$ cat config.mk
export PLATFORM = sky130hd
export DESIGN_NAME = cdiv_chain
export DESIGN_NICKNAME = d
export VERILOG_FILES = /design/src/rtl/cdiv_pkg.sv /design/src/rtl/cdiv_slice.sv /design/src/rtl/cdiv_load_gate.sv /design/src/rtl/cdiv_halver.sv /design/src/rtl/cdiv_chain.sv
export SDC_FILE = /design/constraint.sdc
export NUM_CORES = 1
export LEC_CHECK = 0
export BUFFER_PORTS_ARGS = -buffer_cell sky130_fd_sc_hd__buf_4
export CAP_MARGIN = 20
export CORE_UTILIZATION = 40
export DETAILED_ROUTE_END_ITERATION = 12
export PLACE_DENSITY = 0.65
export SETUP_SLACK_MARGIN = 0.2
export SYNTH_ARGS = -nofsm -noshare
export SYNTH_HDL_FRONTEND = slang
export SYNTH_SLANG_ARGS = --single-unit
$ cat constraint.sdc
create_clock -name clk -period 2.99 [get_ports clk]
set_input_delay 0.598 -clock clk [delete_from_list [all_inputs] [get_ports clk]]
set_output_delay 0.598 -clock clk [all_outputs]
set_load 0.05 [all_outputs]
$ cat src/rtl/cdiv_pkg.sv
package cdiv_pkg;
  localparam int unsigned SLICE_W = 8;
  typedef logic [SLICE_W-1:0] slice_t;
endpackage

$ cat src/rtl/cdiv_slice.sv
module cdiv_slice
  import cdiv_pkg::*;
(
  input  logic   clk,
  input  logic   rst_n,
  input  logic   cnt_en_n,
  input  logic   load_n,
  input  slice_t preset,
  output slice_t q,
  output logic   tc_n
);
  slice_t q_d;
  logic   q_en;

  // Reload has priority over counting and ignores the enable.
  always_comb begin
    q_en = !load_n || !cnt_en_n;
    q_d  = load_n ? slice_t'(q + 1'b1) : preset;
  end

  always_ff @(posedge clk or negedge rst_n) begin
    if (!rst_n)    q <= '0;
    else if (q_en) q <= q_d;
  end

  // Terminal count is gated by the enable so that it can feed the next slice.
  assign tc_n = ~((&q) & ~cnt_en_n);

  AST_SLICE_RELOAD: assert property (@(posedge clk) disable iff (!rst_n)
    !load_n |=> q == $past(preset));
  AST_SLICE_STEP: assert property (@(posedge clk) disable iff (!rst_n)
    (load_n && !cnt_en_n) |=> q == slice_t'($past(q) + 1'b1));
  AST_SLICE_HOLD: assert property (@(posedge clk) disable iff (!rst_n)
    (load_n && cnt_en_n) |=> $stable(q));
endmodule

$ cat src/rtl/cdiv_load_gate.sv
module cdiv_load_gate #(
  parameter int unsigned N = 4
) (
  input  logic [N-1:0] tc_n,
  output logic         load_n
);
  // The load goes low only when every slice is at terminal count.
  assign load_n = |tc_n;
endmodule

$ cat src/rtl/cdiv_halver.sv
module cdiv_halver (
  input  logic clk,
  input  logic rst_n,
  input  logic tick,
  output logic half
);
  logic half_d;

  always_comb half_d = half ^ tick;

  always_ff @(posedge clk or negedge rst_n) begin
    if (!rst_n) half <= 1'b0;
    else        half <= half_d;
  end

  AST_HALF_FLIP: assert property (@(posedge clk) disable iff (!rst_n)
    tick |=> half != $past(half));
  AST_HALF_STEADY: assert property (@(posedge clk) disable iff (!rst_n)
    !tick |=> $stable(half));
endmodule

$ cat src/rtl/cdiv_chain.sv
module cdiv_chain
  import cdiv_pkg::*;
#(
  parameter  int unsigned STAGES = 4,
  localparam int unsigned W      = STAGES * SLICE_W
) (
  input  logic         clk,
  input  logic         arst_n,
  input  logic [W-1:0] preset_i,
  output logic [W-1:0] count_o,
  output logic         tick_o,
  output logic         half_o
);
  logic [1:0]        rst_sync;
  logic              rst_n;
  logic [STAGES-1:0] tc_n;
  logic [STAGES-1:0] en_n;
  logic              load_n;
  slice_t            q [STAGES];

  always_ff @(posedge clk or negedge arst_n) begin
    if (!arst_n) rst_sync <= '0;
    else         rst_sync <= {rst_sync[0], 1'b1};
  end
  assign rst_n = rst_sync[1];

  for (genvar g = 0; g < STAGES; g++) begin : g_slice
    if (g == 0) begin : g_lsb
      assign en_n[g] = 1'b0;
    end else begin : g_upper
      assign en_n[g] = tc_n[g-1];
    end

    cdiv_slice u_slice (
      .clk      (clk),
      .rst_n    (rst_n),
      .cnt_en_n (en_n[g]),
      .load_n   (load_n),
      .preset   (preset_i[g*SLICE_W +: SLICE_W]),
      .q        (q[g]),
      .tc_n     (tc_n[g])
    );

    assign count_o[g*SLICE_W +: SLICE_W] = q[g];
  end

  cdiv_load_gate #(.N(STAGES)) u_gate (
    .tc_n   (tc_n),
    .load_n (load_n)
  );

  assign tick_o = ~load_n;

  cdiv_halver u_half (
    .clk   (clk),
    .rst_n (rst_n),
    .tick  (tick_o),
    .half  (half_o)
  );

  AST_TICK_ONLY_ALLONES: assert property (@(posedge clk) disable iff (!rst_n)
    tick_o |-> (&count_o));
  AST_ALLONES_GIVES_TICK: assert property (@(posedge clk) disable iff (!rst_n)
    (&count_o) |-> tick_o);
  AST_CHAIN_RELOAD: assert property (@(posedge clk) disable iff (!rst_n)
    tick_o |=> count_o == $past(preset_i));
endmodule

==> impl_metrics.json, run 1 <==
{
  "die_w_um": 75.2,
  "worstSetupPathType": "reg -> out",
  "r2r_cells": 6,
  "irDropWorstVdd_mv": 0.471,
  "cts_tree": "built",
  "min_path_type": "in -> async",
  "cts-htree-levels": 2,
  "worstSetupEndpointType": "primary output",
  "nets": 323,
  "whs_ns": 0.0893,
  "synth_ff_type": "dfrtp_1",
  "finClkSkew_ns": 0.00660,
  "syn_area_per_cell_um2": 9.93,
  "grt_max_degree": 24,
  "worstSetupStartpointType": "flop",
  "synth_most_common_cell": "dfrtp_1",
  "drcViolationCount": 0,
  "coreArea_um2": 5140,
  "synth_top_area_cell": "dfrtp_1",
  "grt_pass1_vias": 1896,
  "track_usage_pct": 21.3,
  "die_h_um": 75.2,
  "viasPerCell": 5.66,
  "numCtsBuffers": 5,
  "finalCritPeriodShare_pct": 89.1,
  "synth_edf_count": 0,
  "holdBufCountCts": 0,
  "insertion_delay_ns": 0.28,
  "clkTransAtPathRegs_ns": 0.07,
  "synth-async-reset-ratio_pct": 100,
  "wire_per_inst_um": 15.8,
  "dp_hpwl_mm": 4.13,
  "drtAntennaViolNets": 0,
  "p_per_area_nw_per_um2": 845,
  "cts_root_buf": "clkbuf_8",
  "synth_seq_cells": 35,
  "hold_viol_final": 0,
  "r2r-start": "g_slice[0].u_slice.q[0]$_DFF_PN0_",
  "antenna_found_initial": 0,
  "max_freq_mhz": 376,
  "status": "finished clean",
  "regToRegSetupSlack_ns": 0.81,
  "cp-endpoint": "tick_o",
  "yosys-top-cells-area": "dfrtp_1 41%, a21oi_1 3.5%, nand2_1 3.5%, a31oi_1 3.2%, nand3_1 3.0%",
  "max_cap_violations": 0,
  "grt_setup_unrepaired": "false",
  "period_needed_ns": 2.66,
  "synth_top_area_share_pct": 40.8,
  "pin_count": 68,
  "final_area_um2": 2810,
  "num_antenna_cells": 0,
  "syn_area_um2": 2140,
  "rr_endpoint": "g_slice[3].u_slice.q[6]$_DFFE_PN0P_",
  "yosysUniqueCellTypes": 57,
  "cts_sinks": 35,
  "clock_path_buffers": 2,
  "synthCells": 216,
  "start_util_pct": 41.7,
  "layout-drive-gt1-share_pct": 35.7,
  "die-area_um2": 5660,
  "grt_pass1_wl_mm": 9.03,
  "synth_fp_nets": 254,
  "area_delta_synth_final_pct": 30.8,
  "io_buffer_count": 67,
  "critPathMaxFanout": 11,
  "grt-ovfl-total": 0,
  "gp_congestion": 0.863,
  "vias": 2014,
  "finalCoreUtilization_pct": 54.6,
  "first_iter_violations": 149,
  "cp.arrival_ns": 2.06,
  "crit_start": "g_slice[1].u_slice.q[0]$_DFFE_PN0P_",
  "row_count": 26,
  "slew_violations": 0,
  "setup_violations": 0,
  "placed_cell_area_um2": 2700,
  "wl_mm": 5.63,
  "setup_tns_ns": 0,
  "yosysSeqAreaShare_pct": 40.8,
  "synthTopCellsByCount": "35 x dfrtp_1, 20 x nand2_1, 15 x a21oi_1, 13 x nand3_1, 11 x a31oi_1",
  "drtPass1Iterations": 4,
  "ys_warn_count": 0,
  "p_leak_nw": 1.22,
  "required_ns": 2.39
}
[routing by layer]
layer / global-route usage [%] / vias up / routed length (um)
met3: 4.69 / 4 / 300
met2: 33.7 / 62 / 2640
li1: - / 972 / -
met5: 0 / - / 0
met1: 29.7 / 976 / 2660
met4: 5.76 / 0 / 35
[report_power, final]
| group | leakage, nW | internal [mW] | total (mW) | switching, mW |
|---|---|---|---|---|
| registers | 0.360 | 0.584 | 0.742 | 0.158 |
| logic | 0.805 | 0.413 | 1.25 | 0.839 |
| clock network | 0.0515 | 0.210 | 0.378 | 0.167 |
[through the flow]
step                      total power [mW]  worst slack [ns]  instances
final                                 2.37             0.327        356
after global placement                1.99             0.685        348
after global routing                  2.52             0.235        356
after detailed placement              2.00             0.617        348
after floorplan                       1.64             0.507        216
after CTS                             2.39             0.298        356
[registers in the layout (all words and copies together), names as in the netlist]
register	cells
g_slice.u_slice.q	32
rst_sync	2
u_half.half	1
[worst max-delay path, stage by stage, from the launching register on]
cell	delay [ns]
dfrtp_1	0.43
ha_1	0.25
and3_2	0.26
and4_1	0.24
nand3_4	0.12
clkinv_2	0.21
buf_4	0.26
[cell usage in the layout, fill, tap and decap left out, types with 3 or more instances in the layout]
cell | synthesis | routed
or4_1 | 3 | 3
mux2_2 | 4 | 4
nor4_1 | 5 | 5
nand4_1 | 7 | 7
a31oi_1 | 11 | 11
buf_4 | 2 | 73
nand3_1 | 13 | 13
nor2_1 | 7 | 7
o311ai_0 | 3 | 3
a21oi_1 | 15 | 15
dfrtp_1 | 35 | 35
clkbuf_8 | 0 | 7
nor3_1 | 6 | 6
a21o_1 | 3 | 3
mux2i_1 | 6 | 6
xnor2_1 | 3 | 3
and3_1 | 6 | 6
a41oi_1 | 3 | 3
ha_1 | 4 | 4
o21ai_0 | 5 | 5
and4_1 | 3 | 3
nand2_1 | 20 | 20
inv_1 | 4 | 4
xor2_1 | 3 | 3
[worst min-delay path by stage]
stage	cells after the start	startpoint	slack, ns	to
detailed placement	0	rst_sync[1]$_DFF_PN0_	0.20	g_slice[0].u_slice.q[0]$_DFF_PN0_
finish	1	arst_n	0.09	rst_sync[0]$_DFF_PN0_
CTS	1	arst_n	0.08	rst_sync[0]$_DFF_PN0_
global route	1	arst_n	0.07	rst_sync[0]$_DFF_PN0_
floorplan	0	arst_n	0.30	rst_sync[0]$_DFF_PN0_
global placement	0	rst_sync[1]$_DFF_PN0_	0.20	g_slice[0].u_slice.q[0]$_DFF_PN0_
[logic make-up (layout without fill, tap and decap cells)]
kind of cell	count (synthesis)	in the layout	share of synthesized area [%]
simple gates	87	87	26.3
compound gates	56	56	18.0
flops	35	35	40.8
buf+inv	16	86	4.43
mux	11	11	5.43
xor+xnor	6	6	2.45
fa+ha+maj	4	4	2.33
other cells	1	1	0.175
[layout make-up]
cell class	instances	area [um2]
Tap cell	70	87.6
Clock buffer	8	100
Fill cell	492	2330
Sequential cell	35	876
Inverter	5	20.0
Timing Repair Buffer	73	548
Multi-Input combinational cell	165	1170
[what timing repair did]
item	in CTS	in global routing
endpoints found under the setup margin	0	1
hold endpoints to repair	0	0
buffers inserted	0	0
gates resized for setup	0	1
Power figures use the tool's default switching activity.
==> run 2, diff against run 1 <==
CORE_UTILIZATION = 35   (was 40)
PLACE_DENSITY = not set   (was 0.65)
REMOVE_ABC_BUFFERS = 1   (was not set)
==> run 2 against run 1 <==
  * Final area is 0.71% lower
  * Global-route usage is 2.0 points lower
  * Core utilization is 7.5 points lower
  * Final cell count is 1.1% higher
  * Power is 2.0% lower
  * Critical path type unchanged
  * Highest routed layer unchanged
  * Sequential cell count stayed put
  * Via count is 1.3% lower
  * First-iteration DRC count is 3.4% lower
==> impl_metrics.json, run 2 (synthesis gave the netlist of run 1 again) <==
{
  "critPathMaxFanout": 11,
  "drtPass1Iterations": 4,
  "setup_violations": 0,
  "drtAntennaViolNets": 0,
  "drcViolationCount": 0,
  "vias": 1987,
  "worstSetupEndpointType": "primary output",
  "period_needed_ns": 2.65,
  "slowest_delay_ns": 0.42,
  "row_count": 28,
  "antenna_found_initial": 0,
  "grt_pass1_vias": 1905,
  "path_delay_family": "simple AND/OR/NAND/NOR gates",
  "finalCritPeriodShare_pct": 88.6,
  "slowest_stage": "dfrtp_1",
  "worstPathCellList": "ha_1 > and3_2 > and4_1 > nand3_4 > clkinv_2 > buf_4",
  "clkTransAtPathRegs_ns": 0.07,
  "gp_congestion": 0.808,
  "max_slew_margin_pct": 66.2,
  "wire_per_inst_um": 15.7,
  "largest_reg_flops": 32,
  "track_usage_pct": 19.3,
  "status": "finished clean",
  "grt_pass1_wl_mm": 9.52,
  "p_leak_nw": 1.20,
  "cts_sinks": 35,
  "worst-path-buf-inv": 2,
  "max_freq_mhz": 377,
  "worstSetupPathType": "reg -> out",
  "cp.arrival_ns": 2.05,
  "pin_count": 68,
  "numCtsBuffers": 5,
  "grt_setup_unrepaired": "false",
  "die_w_um": 80.3,
  "clock_path_buffers": 2,
  "finClkSkew_ns": 0.00801,
  "wl_mm": 5.65,
  "hold_viol_final": 0,
  "worst_slew_pin_slew_ns": 0.494,
  "layout-drive-gt1-share_pct": 35.1,
  "dpl.cell_count": 352,
  "coreArea_um2": 5920,
  "top_regs": "g_slice.u_slice.q (32), rst_sync (2), u_half.half (1)",
  "dp_hpwl_mm": 4.09,
  "whs_ns": 0.0763,
  "die-area_um2": 6440,
  "die_h_um": 80.3,
  "viasPerCell": 5.52,
  "start_util_pct": 36.2,
  "area_delta_synth_final_pct": 29.9,
  "insertion_delay_ns": 0.29,
  "cts_tree": "built",
  "mostFrequentLayoutCells": "72 x buf_4, 35 x dfrtp_1, 20 x nand2_1",
  "io_buffer_count": 67,
  "p_per_area_nw_per_um2": 834,
  "cts-htree-levels": 2,
  "nets": 322,
  "layout.cells.non_filler": 360,
  "max_cap_violations": 0,
  "num_antenna_cells": 0,
  "cts_root_buf": "clkbuf_8",
  "first_iter_violations": 144,
  "largest-register": "g_slice.u_slice.q",
  "final_common_cell": "buf_4",
  "slew_violations": 0,
  "irDropWorstVdd_mv": 0.375,
  "required_ns": 2.39,
  "setup_tns_ns": 0,
  "power_mw": 2.32,
  "grt-ovfl-total": 0,
  "min_path_type": "in -> async",
  "worstSetupStartpointType": "flop",
  "grt_max_degree": 34
}
[run 2: changes by cell type in the layout (fill, tap and decap cells not counted)]
cell and change:
clkbuf_8 -2, clkbuf_1 +1, clkinv_2 +1, buf_4 -1
[run 2: per-layer routing]
metal	vias to the layer above	routed length [um]	track usage (%)
li1	973	-	-
met1	939	2610	26.8
met2	66	2600	29.5
met3	9	359	4.66
met4	0	85	6.07
met5	-	0	0
[run 2: worst paths after layout]
| kind | cells past startpoint | end | slack [ns] | from |
|---|---|---|---|---|
| min in group clk | 0 | rst_sync[1]$_DFF_PN0_ | 0.36 | rst_sync[0]$_DFF_PN0_ |
| hold reg to reg | 1 | g_slice[0].u_slice.q[1]$_DFF_PN0_ | 0.27 | rst_sync[1]$_DFF_PN0_ |
| hold / removal | 1 | rst_sync[1]$_DFF_PN0_ | 0.08 | arst_n |
| max in group asynchronous | 1 | g_slice[1].u_slice.q[1]$_DFFE_PN0P_ | 2.41 | rst_sync[1]$_DFF_PN0_ |
| setup reg to reg | 6 | g_slice[3].u_slice.q[6]$_DFFE_PN0P_ | 0.75 | g_slice[0].u_slice.q[0]$_DFF_PN0_ |
| setup / recovery | 6 | tick_o | 0.34 | g_slice[1].u_slice.q[0]$_DFFE_PN0P_ |
[run 2: what timing repair did]
item                       CTS  global route
setup endpoints to repair    0             1
hold buffers                 0             0
buffers inserted             0             0
gates resized for setup      0             1
[run 2: worst reg2reg max path: cells and delay by family (launching register included)]
family / cells / cell delay, ns
adders and majority gates: 1 / 0.24
muxes: 1 / 0.36
DFF: 1 / 0.39
and+or+nand+nor: 3 / 0.94
buffers and inverters: 1 / 0.20
[run 2: through the flow]
step	area [um2]	setup slack (ns)	utilization (%)
global placement	2700	0.646	45.6
floorplan	2070	-0.00805	-
global route	2790	0.233	47.0
finish	2790	0.340	47.0
CTS	2780	0.290	47.0
detailed placement	2700	0.622	45.6
[run 2: layout make-up]
cell class,count,area [um2]
fill,593,3140
tap,75,93.8
clock buffer,7,76.3
multi-input combinational,165,1170
clock inverter,1,5.00
inverter,5,20.0
timing repair buffer,72,541
sequential,35,876
[run 2: where the power goes]
part           switching, mW  total, mW  internal, mW
Sequential             0.149      0.732         0.584
Combinational          0.834       1.25         0.412
Clock                  0.181      0.345         0.164
==> run 3, diff against run 2 <==
CAP_MARGIN = not set   (was 20)
RECOVER_POWER = 100   (was not set)
==> run 3 against run 2 <==
  * The flow now finishes with violations (capacitance limit, slew limit)
  * Sequential cell count is the same
  * Worst hold slack gained 0.0020 ns
  * Maximum frequency shrank 0.91%
  * Combinational power shrank 9%
  * Routed wire length shrank 0.12%
  * Clock power is essentially flat
  * Sequential power is essentially flat
  * Core utilization shrank 2.5 points
  * Clock-buffer cell count is the same
  * Clock skew is essentially flat
  * Non-clock buffer count is the same
  * Critical path type unchanged
  * Largest power group unchanged
==> impl_metrics.json, run 3 (synthesis gave the netlist of run 1 again) <==
{
  "die_w_um": 80.3,
  "cts_sinks": 35,
  "worstSetupEndpointType": "primary output",
  "holdBufCountCts": 0,
  "met3WireLength_um": 358,
  "worst_slew_pin_slew_ns": 1.79,
  "largest-register": "g_slice.u_slice.q",
  "finalCritPeriodShare_pct": 89.5,
  "p_per_area_nw_per_um2": 841,
  "worstSetupStartpointType": "flop",
  "cts_setup_buffers": 0,
  "clkTransAtPathRegs_ns": 0.08,
  "cts_resized": 0,
  "setup_violations": 0,
  "final_common_cell": "clkbuf_1",
  "finClkSkew_ns": 0.00809,
  "insertion_delay_ns": 0.29,
  "first_iter_violations": 136,
  "rr_endpoint": "g_slice[3].u_slice.q[6]$_DFFE_PN0P_",
  "placed_cell_area_um2": 2700,
  "io_buffer_count": 67,
  "slew_violations": 34,
  "cts-htree-levels": 2,
  "power_mw": 2.22,
  "viasPerCell": 5.49,
  "pin_count": 68,
  "gp_congestion": 0.808,
  "period_needed_ns": 2.67,
  "grt-ovfl-total": 0,
  "crit_start": "g_slice[1].u_slice.q[0]$_DFFE_PN0P_",
  "wl_mm": 5.65,
  "grt_pass1_wl_mm": 9.52,
  "vias": 1976,
  "track_usage_pct": 19.3,
  "row_count": 28,
  "mostFrequentLayoutCells": "39 x clkbuf_1, 35 x dfrtp_1, 35 x buf_4",
  "top_regs": "g_slice.u_slice.q (32), rst_sync (2), u_half.half (1)",
  "antenna_found_initial": 0,
  "drtPass1Iterations": 4,
  "cp-endpoint": "tick_o",
  "num_antenna_cells": 0,
  "dpl.cell_count": 352,
  "wl_met1_mm": 2.65,
  "register_area_um2": 876,
  "fillCellCount": 614,
  "multi_input_area_um2": 1160,
  "worstSetupPathType": "reg -> out",
  "max_slew_margin_pct": -19.5,
  "r2r_cells": 6,
  "dr.max_layer_used": "met4",
  "r2r-start": "g_slice[0].u_slice.q[0]$_DFF_PN0_",
  "max_cap_violations": 1,
  "clock_path_buffers": 2,
  "drtAntennaViolNets": 0,
  "dp_hpwl_mm": 4.09,
  "layout-drive-gt1-share_pct": 21.1,
  "grt_setup_unrepaired": "false",
  "grt_max_degree": 34,
  "layout.cells.non_filler": 360,
  "finalCoreUtilization_pct": 44.5,
  "grt_pass1_vias": 1905,
  "hold_viol_final": 0,
  "final_area_um2": 2640,
  "max_freq_mhz": 374,
  "status": "finished, violations left",
  "routed-wl-met2_mm": 2.55,
  "start_util_pct": 36.2,
  "wire_per_inst_um": 15.7,
  "die-area_um2": 6440,
  "die_h_um": 80.3,
  "cts_root_buf": "clkbuf_8",
  "numCtsBuffers": 5,
  "p_leak_nw": 1.07,
  "area_delta_synth_final_pct": 22.9,
  "nets": 322,
  "required_ns": 2.39,
  "coreArea_um2": 5920,
  "cts_tree": "built",
  "irDropWorstVdd_mv": 0.382,
  "largest_reg_flops": 32,
  "drcViolationCount": 0,
  "violations": "capacitance limit, slew limit",
  "regToRegSetupSlack_ns": 0.32,
  "cp.arrival_ns": 2.08,
  "critPathMaxFanout": 11,
  "min_path_type": "in -> async"
}
[run 3: cell types whose count changed in the layout (fill, tap and decap cells not counted), sizes merged]
cell / change
buf: -37
clkbuf: +37
[run 3: worst max-delay path, cell delays in order (launching register included)]
cell and delay, ns:
dfrtp_1 0.40, ha_1 0.21, and3_1 0.29, and4_1 0.30, nand3_4 0.15, clkinv_2 0.20, buf_4 0.23
[run 3: layout make-up]
cell class / instances / share of cell area, %
inverter: 5 / 0.759
sequential: 35 / 33.2
timing repair buffer: 72 / 15.2
clock inverter: 1 / 0.190
tap: 75 / 3.56
multi-input combinational: 165 / 44.1
clock buffer: 7 / 2.90
[run 3: report_power, final]
part | leakage [nW] | switching [mW] | internal (mW)
combinational | 0.672 | 0.831 | 0.311
sequential | 0.360 | 0.147 | 0.584
clock | 0.0422 | 0.182 | 0.164
total | 1.07 | 1.16 | 1.06
[run 3: how the worst min path moves through the flow]
stage | from | end | slack, ns | cells after the start
CTS | arst_n | rst_sync[0]$_DFF_PN0_ | 0.06 | 1
global placement | rst_sync[1]$_DFF_PN0_ | g_slice[0].u_slice.q[7]$_DFF_PN0_ | 0.29 | 1
finish | arst_n | rst_sync[1]$_DFF_PN0_ | 0.08 | 1
floorplan | arst_n | rst_sync[0]$_DFF_PN0_ | 0.30 | 0
detailed placement | rst_sync[1]$_DFF_PN0_ | g_slice[0].u_slice.q[0]$_DFF_PN0_ | 0.29 | 1
global route | arst_n | rst_sync[1]$_DFF_PN0_ | 0.07 | 1
[run 3: metal layers]
layer	track usage, %	up-vias
met4	6.07	0
met5	0	-
li1	-	972
met1	26.8	936
met2	29.5	59
met3	4.66	9
[run 3: stage by stage]
step | hold WS (ns) | worst slack, ns | setup TNS, ns
after floorplan | 0.302 | -0.00805 | -0.00805
after global placement | 0.291 | 0.646 | 0
after detailed placement | 0.291 | 0.622 | 0
after CTS | 0.0624 | 0.290 | 0
after global routing | 0.0709 | 0.137 | 0
final | 0.0783 | 0.315 | 0
